==> src/rtl/walker_pkg.sv <==
package walker_pkg;

   typedef enum logic [2:0] {
      WS_IDLE,
      WS_L1_REQ,
      WS_L1_WAIT,
      WS_L2_REQ,
      WS_L2_WAIT,
      WS_FIN
   } walk_state_e;

   typedef enum logic [1:0] {
      ACC_READ  = 2'b00,
      ACC_WRITE = 2'b01,
      ACC_FETCH = 2'b10,
      ACC_RSVD  = 2'b11
   } acc_e;

   // first-level descriptor kinds
   localparam logic [1:0] L1K_FAULT   = 2'd0;
   localparam logic [1:0] L1K_COARSE  = 2'd1;
   localparam logic [1:0] L1K_SECTION = 2'd2;
   localparam logic [1:0] L1K_FINE    = 2'd3;

   // second-level descriptor kinds
   localparam logic [1:0] L2K_FAULT = 2'd0;
   localparam logic [1:0] L2K_LARGE = 2'd1;
   localparam logic [1:0] L2K_SMALL = 2'd2;
   localparam logic [1:0] L2K_TINY  = 2'd3;

   // fault codes (low nibble of the status word)
   localparam logic [3:0] FC_L1_TRANS = 4'd5;
   localparam logic [3:0] FC_L2_TRANS = 4'd7;
   localparam logic [3:0] FC_SEC_DOM  = 4'd9;
   localparam logic [3:0] FC_TBL_DOM  = 4'd11;
   localparam logic [3:0] FC_SEC_PERM = 4'd13;
   localparam logic [3:0] FC_PG_PERM  = 4'd15;

   typedef struct packed {
      logic rd;
      logic wr;
   } grant_t;

endpackage

==> src/rtl/walker_perm.sv <==
module walker_perm
   import walker_pkg::*;
(
   input  logic [1:0] dom_field,
   input  logic [1:0] ap,
   input  logic       is_write,
   input  logic       is_user,
   input  logic [1:0] rom_mode,
   output grant_t     grant
);

   always_comb begin
      grant = '{rd: 1'b0, wr: 1'b0};
      if (dom_field == 2'd3) begin
         grant = '{rd: 1'b1, wr: 1'b1};
      end else begin
         unique case (ap)
            2'd0: begin
               if (!is_write) begin
                  unique case (rom_mode)
                     2'd1:    grant.rd = !is_user;
                     2'd2:    grant.rd = 1'b1;
                     default: grant.rd = 1'b0;
                  endcase
               end
            end
            2'd1: begin
               grant.rd = !is_user;
               grant.wr = !is_user;
            end
            2'd2: begin
               grant.rd = !(is_user && is_write);
               grant.wr = !is_user;
            end
            default: grant = '{rd: 1'b1, wr: 1'b1};
         endcase
      end
   end


   always_comb begin
      if (dom_field != 2'd3 && ap == 2'd0 && is_write)
         ap0_no_write_chk: assert (!grant.rd && !grant.wr);
   end

endmodule

==> src/rtl/walker_dom_sel.sv <==
module walker_dom_sel #(
   parameter int N_DOM = 16,
   localparam int IDX_W = $clog2(N_DOM)
) (
   input  logic [2*N_DOM-1:0] dom_reg,
   input  logic [IDX_W-1:0]   idx,
   output logic [1:0]         field
);

   logic [1:0] fields [N_DOM];

   for (genvar d = 0; d < N_DOM; d++) begin : g_field
      assign fields[d] = dom_reg[2*d +: 2];
   end

   assign field = fields[idx];

endmodule

==> src/rtl/walker_l1_decode.sv <==
module walker_l1_decode
   import walker_pkg::*;
#(
   parameter int DOM_IDX_W = 4
) (
   input  logic [31:0]          desc,
   input  logic [19:0]          va_lo,
   output logic [1:0]           kind,
   output logic [DOM_IDX_W-1:0] dom_idx,
   output logic [31:0]          sec_pa,
   output logic [1:0]           sec_ap,
   output logic [31:0]          l2_addr
);

   logic unused_l1_bits;
   assign unused_l1_bits = ^{desc[9], desc[4:2], desc[19:12]};

   assign kind    = desc[1:0];
   assign dom_idx = desc[5 +: DOM_IDX_W];
   assign sec_pa  = {desc[31:20], va_lo[19:0]};
   assign sec_ap  = desc[11:10];
   assign l2_addr = {desc[31:10], va_lo[19:12], 2'b00};

endmodule

==> src/rtl/walker_l2_decode.sv <==
module walker_l2_decode
   import walker_pkg::*;
(
   input  logic [31:0] desc,
   input  logic [15:0] va_lo,
   input  logic        l1_fine,
   output logic [31:0] pa,
   output logic [1:0]  ap,
   output logic        trans_fault
);

   logic [1:0] quarter_ap;
   logic       unused_l2_bits;

   assign unused_l2_bits = ^desc[3:2];

   always_comb begin
      unique case (va_lo[15:14])
         2'd0:    quarter_ap = desc[5:4];
         2'd1:    quarter_ap = desc[7:6];
         2'd2:    quarter_ap = desc[9:8];
         default: quarter_ap = desc[11:10];
      endcase
   end

   always_comb begin
      pa          = '0;
      ap          = quarter_ap;
      trans_fault = 1'b0;
      unique case (desc[1:0])
         L2K_FAULT: trans_fault = 1'b1;
         L2K_LARGE: pa = {desc[31:16], va_lo[15:0]};
         L2K_SMALL: pa = {desc[31:12], va_lo[11:0]};
         default: begin
            pa          = {desc[31:10], va_lo[9:0]};
            ap          = desc[5:4];
            trans_fault = !l1_fine;
         end
      endcase
   end

endmodule

==> src/rtl/walker_top.sv <==
module walker_top
   import walker_pkg::*;
#(
   parameter int              ADDR_W     = 32,
   parameter int              N_DOM      = 16,
   parameter int              STATUS_W   = 8,
   parameter int              BASE_LSB   = 14,
   parameter bit              RELOC_EN   = 1'b1,
   parameter logic [31:0]     PID_WINDOW = 32'h0200_0000,
   localparam int             DOM_IDX_W  = $clog2(N_DOM),
   localparam int             BASE_W     = ADDR_W - BASE_LSB
) (
   input  logic                clk,
   input  logic                rst_n,
   input  logic                req_valid,
   input  logic [ADDR_W-1:0]   req_va,
   input  logic [1:0]          req_acc,
   input  logic                req_user,
   input  logic [BASE_W-1:0]   cfg_tbl_base,
   input  logic [2*N_DOM-1:0]  cfg_dom_acc,
   input  logic                cfg_xlat_en,
   input  logic [1:0]          cfg_rom_mode,
   input  logic [ADDR_W-1:0]   cfg_pid,
   output logic                busy,
   output logic                mem_req_valid,
   input  logic                mem_req_ready,
   output logic [ADDR_W-1:0]   mem_req_addr,
   input  logic                mem_rsp_valid,
   input  logic [ADDR_W-1:0]   mem_rsp_data,
   output logic                res_valid,
   output logic                res_fault,
   output logic [ADDR_W-1:0]   res_pa,
   output logic                res_rd,
   output logic                res_wr,
   output logic [STATUS_W-1:0] res_status
);

   // elaboration-time parameter checks
   if (ADDR_W != 32) begin : g_bad_addr_w
      $error("walker_top: ADDR_W must be 32");
   end
   if (N_DOM != 16) begin : g_bad_n_dom
      $error("walker_top: N_DOM must be 16 (four descriptor bits)");
   end
   if (STATUS_W < 4 + DOM_IDX_W) begin : g_bad_status_w
      $error("walker_top: STATUS_W too small for code and domain");
   end
   if (BASE_LSB != 14) begin : g_bad_base
      $error("walker_top: first-level table is 16 KB aligned");
   end

   walk_state_e          state_q;
   logic [19:0]          va_q;
   logic                 user_q;
   logic                 write_q;
   logic [2*N_DOM-1:0]   dom_q;
   logic [1:0]           rom_q;
   logic                 l1_fine_q;
   logic [DOM_IDX_W-1:0] dnum_q;
   logic [1:0]           dfield_q;
   logic [ADDR_W-1:0]    addr_q;
   logic [ADDR_W-1:0]    pa_q;
   grant_t               grant_q;
   logic [STATUS_W-1:0]  status_q;

   // process-ID relocation of low addresses
   logic [ADDR_W-1:0] va_eff;
   if (RELOC_EN) begin : g_reloc
      assign va_eff = (req_va < PID_WINDOW) ? req_va + cfg_pid : req_va;
   end else begin : g_no_reloc
      logic unused_pid;
      assign unused_pid = ^cfg_pid;
      assign va_eff     = req_va;
   end

   // first-level decode
   logic [1:0]           l1_kind;
   logic [DOM_IDX_W-1:0] l1_dom;
   logic [ADDR_W-1:0]    l1_sec_pa;
   logic [1:0]           l1_sec_ap;
   logic [ADDR_W-1:0]    l1_next;

   walker_l1_decode #(.DOM_IDX_W(DOM_IDX_W)) u_l1 (
      .desc    (mem_rsp_data),
      .va_lo   (va_q),
      .kind    (l1_kind),
      .dom_idx (l1_dom),
      .sec_pa  (l1_sec_pa),
      .sec_ap  (l1_sec_ap),
      .l2_addr (l1_next)
   );

   logic [1:0] dfield_live;
   walker_dom_sel #(.N_DOM(N_DOM)) u_dom (
      .dom_reg (dom_q),
      .idx     (l1_dom),
      .field   (dfield_live)
   );

   // second-level decode
   logic [ADDR_W-1:0] l2_pa;
   logic [1:0]        l2_ap;
   logic              l2_tfault;

   walker_l2_decode u_l2 (
      .desc        (mem_rsp_data),
      .va_lo       (va_q[15:0]),
      .l1_fine     (l1_fine_q),
      .pa          (l2_pa),
      .ap          (l2_ap),
      .trans_fault (l2_tfault)
   );

   // one shared permission checker, fed by the active level
   logic   at_l1;
   grant_t grant_live;
   assign at_l1 = (state_q == WS_L1_WAIT);

   walker_perm u_perm (
      .dom_field (at_l1 ? dfield_live : dfield_q),
      .ap        (at_l1 ? l1_sec_ap : l2_ap),
      .is_write  (write_q),
      .is_user   (user_q),
      .rom_mode  (rom_q),
      .grant     (grant_live)
   );

   logic denied;
   assign denied = !grant_live.rd && !grant_live.wr;

   function automatic logic [STATUS_W-1:0] mk_status(input logic [DOM_IDX_W-1:0] dn,
                                                     input logic [3:0] code);
      logic [STATUS_W-1:0] s;
      s = '0;
      s[3:0] = code;
      s[4 +: DOM_IDX_W] = dn;
      return s;
   endfunction

   always_ff @(posedge clk or negedge rst_n) begin
      if (!rst_n) begin
         state_q   <= WS_IDLE;
         va_q      <= '0;
         user_q    <= 1'b0;
         write_q   <= 1'b0;
         dom_q     <= '0;
         rom_q     <= '0;
         l1_fine_q <= 1'b0;
         dnum_q    <= '0;
         dfield_q  <= '0;
         addr_q    <= '0;
         pa_q      <= '0;
         grant_q   <= '{rd: 1'b0, wr: 1'b0};
         status_q  <= '0;
      end else begin
         unique case (state_q)
            WS_IDLE: begin
               if (req_valid) begin
                  va_q     <= va_eff[19:0];
                  user_q   <= req_user;
                  write_q  <= (req_acc == ACC_WRITE);
                  dom_q    <= cfg_dom_acc;
                  rom_q    <= cfg_rom_mode;
                  status_q <= '0;
                  if (!cfg_xlat_en) begin
                     pa_q    <= va_eff;
                     grant_q <= '{rd: 1'b1, wr: 1'b1};
                     state_q <= WS_FIN;
                  end else begin
                     addr_q  <= {cfg_tbl_base, va_eff[31:20], 2'b00};
                     state_q <= WS_L1_REQ;
                  end
               end
            end
            WS_L1_REQ: if (mem_req_ready) state_q <= WS_L1_WAIT;
            WS_L1_WAIT: begin
               if (mem_rsp_valid) begin
                  dnum_q    <= l1_dom;
                  dfield_q  <= dfield_live;
                  l1_fine_q <= (l1_kind == L1K_FINE);
                  pa_q      <= '0;
                  grant_q   <= '{rd: 1'b0, wr: 1'b0};
                  state_q   <= WS_FIN;
                  if (l1_kind == L1K_FAULT) begin
                     status_q <= mk_status(l1_dom, FC_L1_TRANS);
                  end else if (!dfield_live[0]) begin
                     status_q <= mk_status(l1_dom, (l1_kind == L1K_SECTION) ?
                                                   FC_SEC_DOM : FC_TBL_DOM);
                  end else if (l1_kind == L1K_SECTION) begin
                     if (denied) begin
                        status_q <= mk_status(l1_dom, FC_SEC_PERM);
                     end else begin
                        pa_q    <= l1_sec_pa;
                        grant_q <= grant_live;
                     end
                  end else begin
                     addr_q  <= l1_next;
                     state_q <= WS_L2_REQ;
                  end
               end
            end
            WS_L2_REQ: if (mem_req_ready) state_q <= WS_L2_WAIT;
            WS_L2_WAIT: begin
               if (mem_rsp_valid) begin
                  state_q <= WS_FIN;
                  if (l2_tfault) begin
                     status_q <= mk_status(dnum_q, FC_L2_TRANS);
                  end else if (denied) begin
                     status_q <= mk_status(dnum_q, FC_PG_PERM);
                  end else begin
                     pa_q    <= l2_pa;
                     grant_q <= grant_live;
                  end
               end
            end
            default: state_q <= WS_IDLE;
         endcase
      end
   end

   assign busy          = (state_q != WS_IDLE);
   assign mem_req_valid = (state_q == WS_L1_REQ) || (state_q == WS_L2_REQ);
   assign mem_req_addr  = addr_q;
   assign res_valid     = (state_q == WS_FIN);
   assign res_fault     = (status_q != '0);
   assign res_pa        = pa_q;
   assign res_rd        = grant_q.rd;
   assign res_wr        = grant_q.wr;
   assign res_status    = status_q;


   hold_req_chk: assert property (@(posedge clk) disable iff (!rst_n)
      mem_req_valid && !mem_req_ready |=> mem_req_valid && $stable(mem_req_addr));


   one_pulse_chk: assert property (@(posedge clk) disable iff (!rst_n)
      res_valid |=> !res_valid);


   fault_code_odd_chk: assert property (@(posedge clk) disable iff (!rst_n)
      res_valid && res_fault |-> res_status[0] && !res_rd && !res_wr);


   write_implies_read_chk: assert property (@(posedge clk) disable iff (!rst_n)
      res_valid && res_wr |-> res_rd && !res_fault);


   no_req_idle_chk: assert property (@(posedge clk) disable iff (!rst_n)
      !busy |-> !mem_req_valid && !res_valid);

endmodule

==> config.mk <==
export PLATFORM = sky130hd
export DESIGN_NAME = walker_top
export DESIGN_NICKNAME = d
export VERILOG_FILES = /design/src/rtl/walker_pkg.sv /design/src/rtl/walker_perm.sv /design/src/rtl/walker_dom_sel.sv /design/src/rtl/walker_l1_decode.sv /design/src/rtl/walker_l2_decode.sv /design/src/rtl/walker_top.sv
export SDC_FILE = /design/constraint.sdc
export NUM_CORES = 1
export LEC_CHECK = 0
export BUFFER_PORTS_ARGS = -buffer_cell sky130_fd_sc_hd__buf_4
export CAP_MARGIN = 20
export CORE_MARGIN = 2
export CORE_UTILIZATION = 42
export DETAILED_ROUTE_END_ITERATION = 16
export PLACE_DENSITY_LB_ADDON = 0.3
export RECOVER_POWER = 25
export REMOVE_ABC_BUFFERS = 1
export SLEW_MARGIN = 20
export SYNTH_ARGS = -nofsm -noshare
export SYNTH_HDL_FRONTEND = slang
export SYNTH_HIERARCHICAL = 1
export SYNTH_SLANG_ARGS = --single-unit
export TNS_END_PERCENT = 5
==> constraint.sdc <==
create_clock -name clk -period 5 [get_ports clk]
set_input_delay 0.75 -clock clk [delete_from_list [all_inputs] [get_ports clk]]
set_output_delay 0.75 -clock clk [all_outputs]
set_load 0.005 [all_outputs]
Word level (Yosys, flattened, before mapping)

Cells that the tools add are included.
Widths: inputs -> output; s select.

Input bits: 157
Bits in registers: 140
Output and inout bits: 78

Equal/unequal tests: 31
Bitwise operators: 1
Multiplexer cells: 65
Reduce and logical (&&, ||, !) cells: 25
$add $sub $neg: 1
$lt $le $gt $ge: 2

Operators with widths:

| operator             | number |
|---|---|
| $mux 32              | 17 |
| $pmux 32 s3          | 2 |
| $mux 8               | 9 |
| $pmux 32 s2          | 1 |
| $mux 2               | 17 |
| $add 32x32->32       | 1 |
| $lt 32x26->1 const B | 1 |
| $mux 3               | 9 |
| $ne 2x2->1 const B   | 12 |
| $pmux 8 s3           | 1 |
| $reduce_and 7->1     | 3 |
| $pmux 3 s5           | 1 |
| $eq 2x2->1 const B   | 6 |
| $pmux 2 s3           | 2 |
| $eq 2x1->1 const B   | 5 |
| $bmux 2 s4           | 1 |
| $ne 4x2->1 const B   | 2 |
| $reduce_bool 8->1    | 1 |
| $eq 3x2->1 const B   | 2 |
| $eq 3x3->1 const B   | 2 |
| $logic_not 2->1      | 3 |
| $pmux 1 s2           | 3 |
| $reduce_bool 3->1    | 2 |
| $ge 5x5->1 const B   | 1 |
| other kinds (14)     | 21 |

Logic depth before layout (Yosys ltp)

Depth after elaboration: 16
Gate-level depth with buffers: 20
Mapped depth without buffers: 17

Cells and area by module

Netlist, hierarchy kept.

Modules (own cells, without submodules):

| module           | cells an instance | times used | area an instance (um^2) |
|---|---|---|---|
| walker_top       | 923               | 1          | 8333.0 |
| walker_l1_decode | 73                | 1          | 544.3 |
| walker_l2_decode | 54                | 1          | 382.9 |
| walker_dom_sel   | 21                | 1          | 269.0 |
| walker_perm      | 19                | 1          | 155.1 |

Least setup slack after synthesis

No wires, ideal clock.

Kind: input -> register
Start: input mem_rsp_data[5]
End: register pa_q[29] (netlist: res_pa[29])
Required time: 4.876 ns
Path slack: 1.398 ns
Path buffers: 3
Cell stages on the path: 18
Arrival: 3.479 ns
Cell sequence: buf_4 -> buf_6 -> mux4_2 -> a22oi_1 -> nand3_1 -> inv_1 -> o21ai_0 -> a221oi_2 -> o211ai_1 -> nor2_1 -> nor2_1 -> nor2_1 -> o2bb2ai_1 -> nand2_1 -> clkbuf_1 -> nor2_1 -> a21oi_1 -> o21ai_1

RTL lines:

| element                | line              | source |
|---|---|---|
| start: declaration     | walker_top.sv:29  | `input logic [ADDR_W-1:0] mem_rsp_data,` |
| end signal: assignment | walker_top.sv:166 | `pa_q <= va_eff;` |
| end signal: assignment | walker_top.sv:193 | `pa_q <= l1_sec_pa;` |
| end signal: assignment | walker_top.sv:211 | `pa_q <= l2_pa;` |
| end: declaration       | walker_top.sv:62  | `logic [ADDR_W-1:0] pa_q;` |

==> summary.txt <==
run status: finished with violations
failing checks: max-capacitance violations, max-slew violations
Max-Cap Viols: 1
most frequent cells in the layout: 249 x buf_4, 168 x nand2_1, 140 x dfrtp_1, 76 x nor2_1, 66 x o21ai_0
GRT Total Usage: 0.2517
post-route ant nets: 0
r2r setup slk: 1.42 ns
Least-Margin Pin Slew: 3.685 ns
port bufs: 232
TNS Setup: 0 ns
TritonCTS clock tree: yes
Cells after Synth: 1090
Starting DRT DRC Count: 778
Yosys reg bits: 140
first-pass GRT wire length: 47270 µm
most crowded layer after global routing: met2
core area: 0.02264 mm²
RR Endpoint: res_pa[15]$_DFFE_PN0P_
Fin Clk Skew: 0.01597 ns
CTS H-tree lvls: 4
met3 Use GR: 0.05750
fmax: 263.2 MHz
WP data arrival: 4.09 ns
nets@finish: 1418
unrepaired setup endpoints after global routing: false
Post CTS Setup Buffer Count: 0
Worst Hold Class: reg -> reg
antenna cells: 0
Final Cell Area: 0.01172 mm²
commonest non-fill, non-tap cell in the layout: buf_4
placed inst area: 0.01111 mm²
pwr dens: 511.4 mW/mm²
gpl congestion: 0.9588
die width: 155.9 µm
Post-Route WL: 30280 µm
Post-route DRC: 0
CP startpoint kind: input port
Setup WS pre-CTS: 0.8273 ns
Seq/Total Area, Yosys: 0.3618
Worst VDD drop: 0.2531 mV
Synthesis Warnings: 6
worst r2r src: dom_q[6]$_DFFE_PN0P_
CP Capture Type: flop
ys async rst share: 1.000
syn_area_per_cell: 8.885 µm²
Post-synth top flop: dfrtp_1
CP startpoint: mem_rsp_data[5]
Mapped Area: 0.009684 mm²
Initial Util: 0.4277
vias per cell: 5.698
clk sink count: 140
CP Data Required Time: 5.30 ns
Root Buffer: clkbuf_16
DR WL/cell: 19.91 µm
Hold Path Sink: mem_req_addr[0]$_DFFE_PN0P_
Worst-path clk slew: 0.07 ns
hold depth: 2
Lkg Pwr: 5.282 nW
met2 usage: 0.4003
final design utilization: 0.5175
Unique masters post-synth: 80
clock buffer count from CTS: 17
Boundary Pins: 235
global route overflow: 0
met1 Track Usage GR: 0.3407
Slew Limit Fails: 67
total die area: 0.02429 mm²
fin cells: 1521
Worst-Skew Late Latency: 0.43 ns
final setup fails: 0
largest net degree at the start of global routing: 73
area grow syn2layout: 20.98%
Final WS setup: 1.201 ns
# hold bufs at CTS: 0
post-layout min period: 3.799 ns
Worst R2R Path Depth: 13
final hold viol count: 0
crit path kind: in -> reg
CTS Buffer Depth: 2
Post-Place Cells: 1489
layout cells sized above 1: 0.2929
PostCTS Resize Cnt: 0
first drt pass iteration count: 6
initial antenna violation count: 1
row cnt: 55
worst relative slew slack: -1.457
Crit Path Max Fanout: 32
hold path startpoint: mem_req_addr[0]$_DFFE_PN0P_
vias in the first global route: 8440
fin crit share: 0.7598
chip height: 155.9 µm
number of synthesized flops with an enable pin: 0
Post-DP HPWL: 21970 µm
DR vias: 8667
## critical path: stages
cell,delay (ns)
buf_4,0.21
mux4_2,0.54
a22oi_1,0.25
nand3_1,0.28
inv_1,0.17
o21ai_0,0.15
a221oi_2,0.30
o211ai_1,0.15
nor2_1,0.27
nor2_2,0.07
buf_4,0.26
a222oi_1,0.36
a21boi_0,0.21
o21ai_0,0.09
## sequential cells by signal (all words and copies together) (netlist names), 2 cells and up
register / count
va_q: 20
state_q: 3
mem_req_addr: 32
res_pa: 32
dfield_q: 2
dnum_q: 4
dom_q: 32
res_status: 8
rom_q: 2
## through the flow
stage          total power, mW  hold WS [ns]
6_report                 5.991        0.4738
3_3_place_gp             4.631        0.4563
2_1_floorplan            3.538        0.4497
4_1_cts                  6.028        0.3332
5_1_grt                  6.442        0.5077
3_5_place_dp             4.714        0.4635
## cells in the mapped netlist, drive strengths merged, types with 16 or more instances
cell    instances  area, µm²
nor2           78      300.3
a31oi          35      225.2
buf            97      689.4
o21ai          75      379.1
clkbuf         40      151.4
nor3           21      105.1
mux2           48      540.5
dfrtp         140       3503
a222oi         25      250.2
inv            16      60.06
a21oi          64      327.8
ha             37      462.9
nand2         169      634.4
nor2b          33      221.5
## cell families after synthesis
kind of cell,Yosys count,share of synthesized area
AOI/OAI and AO/OA,304,0.2160
xor gates and xnor gates,26,0.02351
adders and majority gates,38,0.04987
buffers and inverters,154,0.09341
DFF,140,0.3618
muxes,63,0.08320
other,1,0.0003872
and+or+nand+nor,364,0.1718
## layout make-up
cell class / instances / area [µm²]
Sequential cell: 140 / 3503
Multi-Input combinational cell: 797 / 5303
Fill cell: 2166 / 10920
Clock inverter: 15 / 191.4
Inverter: 17 / 63.81
Tap cell: 285 / 356.6
Timing Repair Buffer: 250 / 1873
Clock buffer: 17 / 425.4
## routing by layer
layer / routed length, µm / share of wire
met5: 13 / 0.00043
met4: 690 / 0.023
met3: 2386 / 0.079
met2: 14080 / 0.46
met1: 13110 / 0.43
## power by group
group / internal (mW) / total, mW / switching, mW
Sequential: 1.68 / 2.04 / 0.362
Combinational: 1.29 / 2.65 / 1.36
Clock: 0.681 / 1.31 / 0.626
## how the worst max path moves through the flow
stage / to
final: res_pa[15]$_DFFE_PN0P_
after global routing: res_pa[13]$_DFFE_PN0P_
after CTS: res_pa[13]$_DFFE_PN0P_
after detailed placement: res_pa[13]$_DFFE_PN0P_
after global placement: res_pa[13]$_DFFE_PN0P_
after floorplan: mem_req_addr[10]$_DFFE_PN0P_
Note: power is estimated with default switching activity, not from simulation.
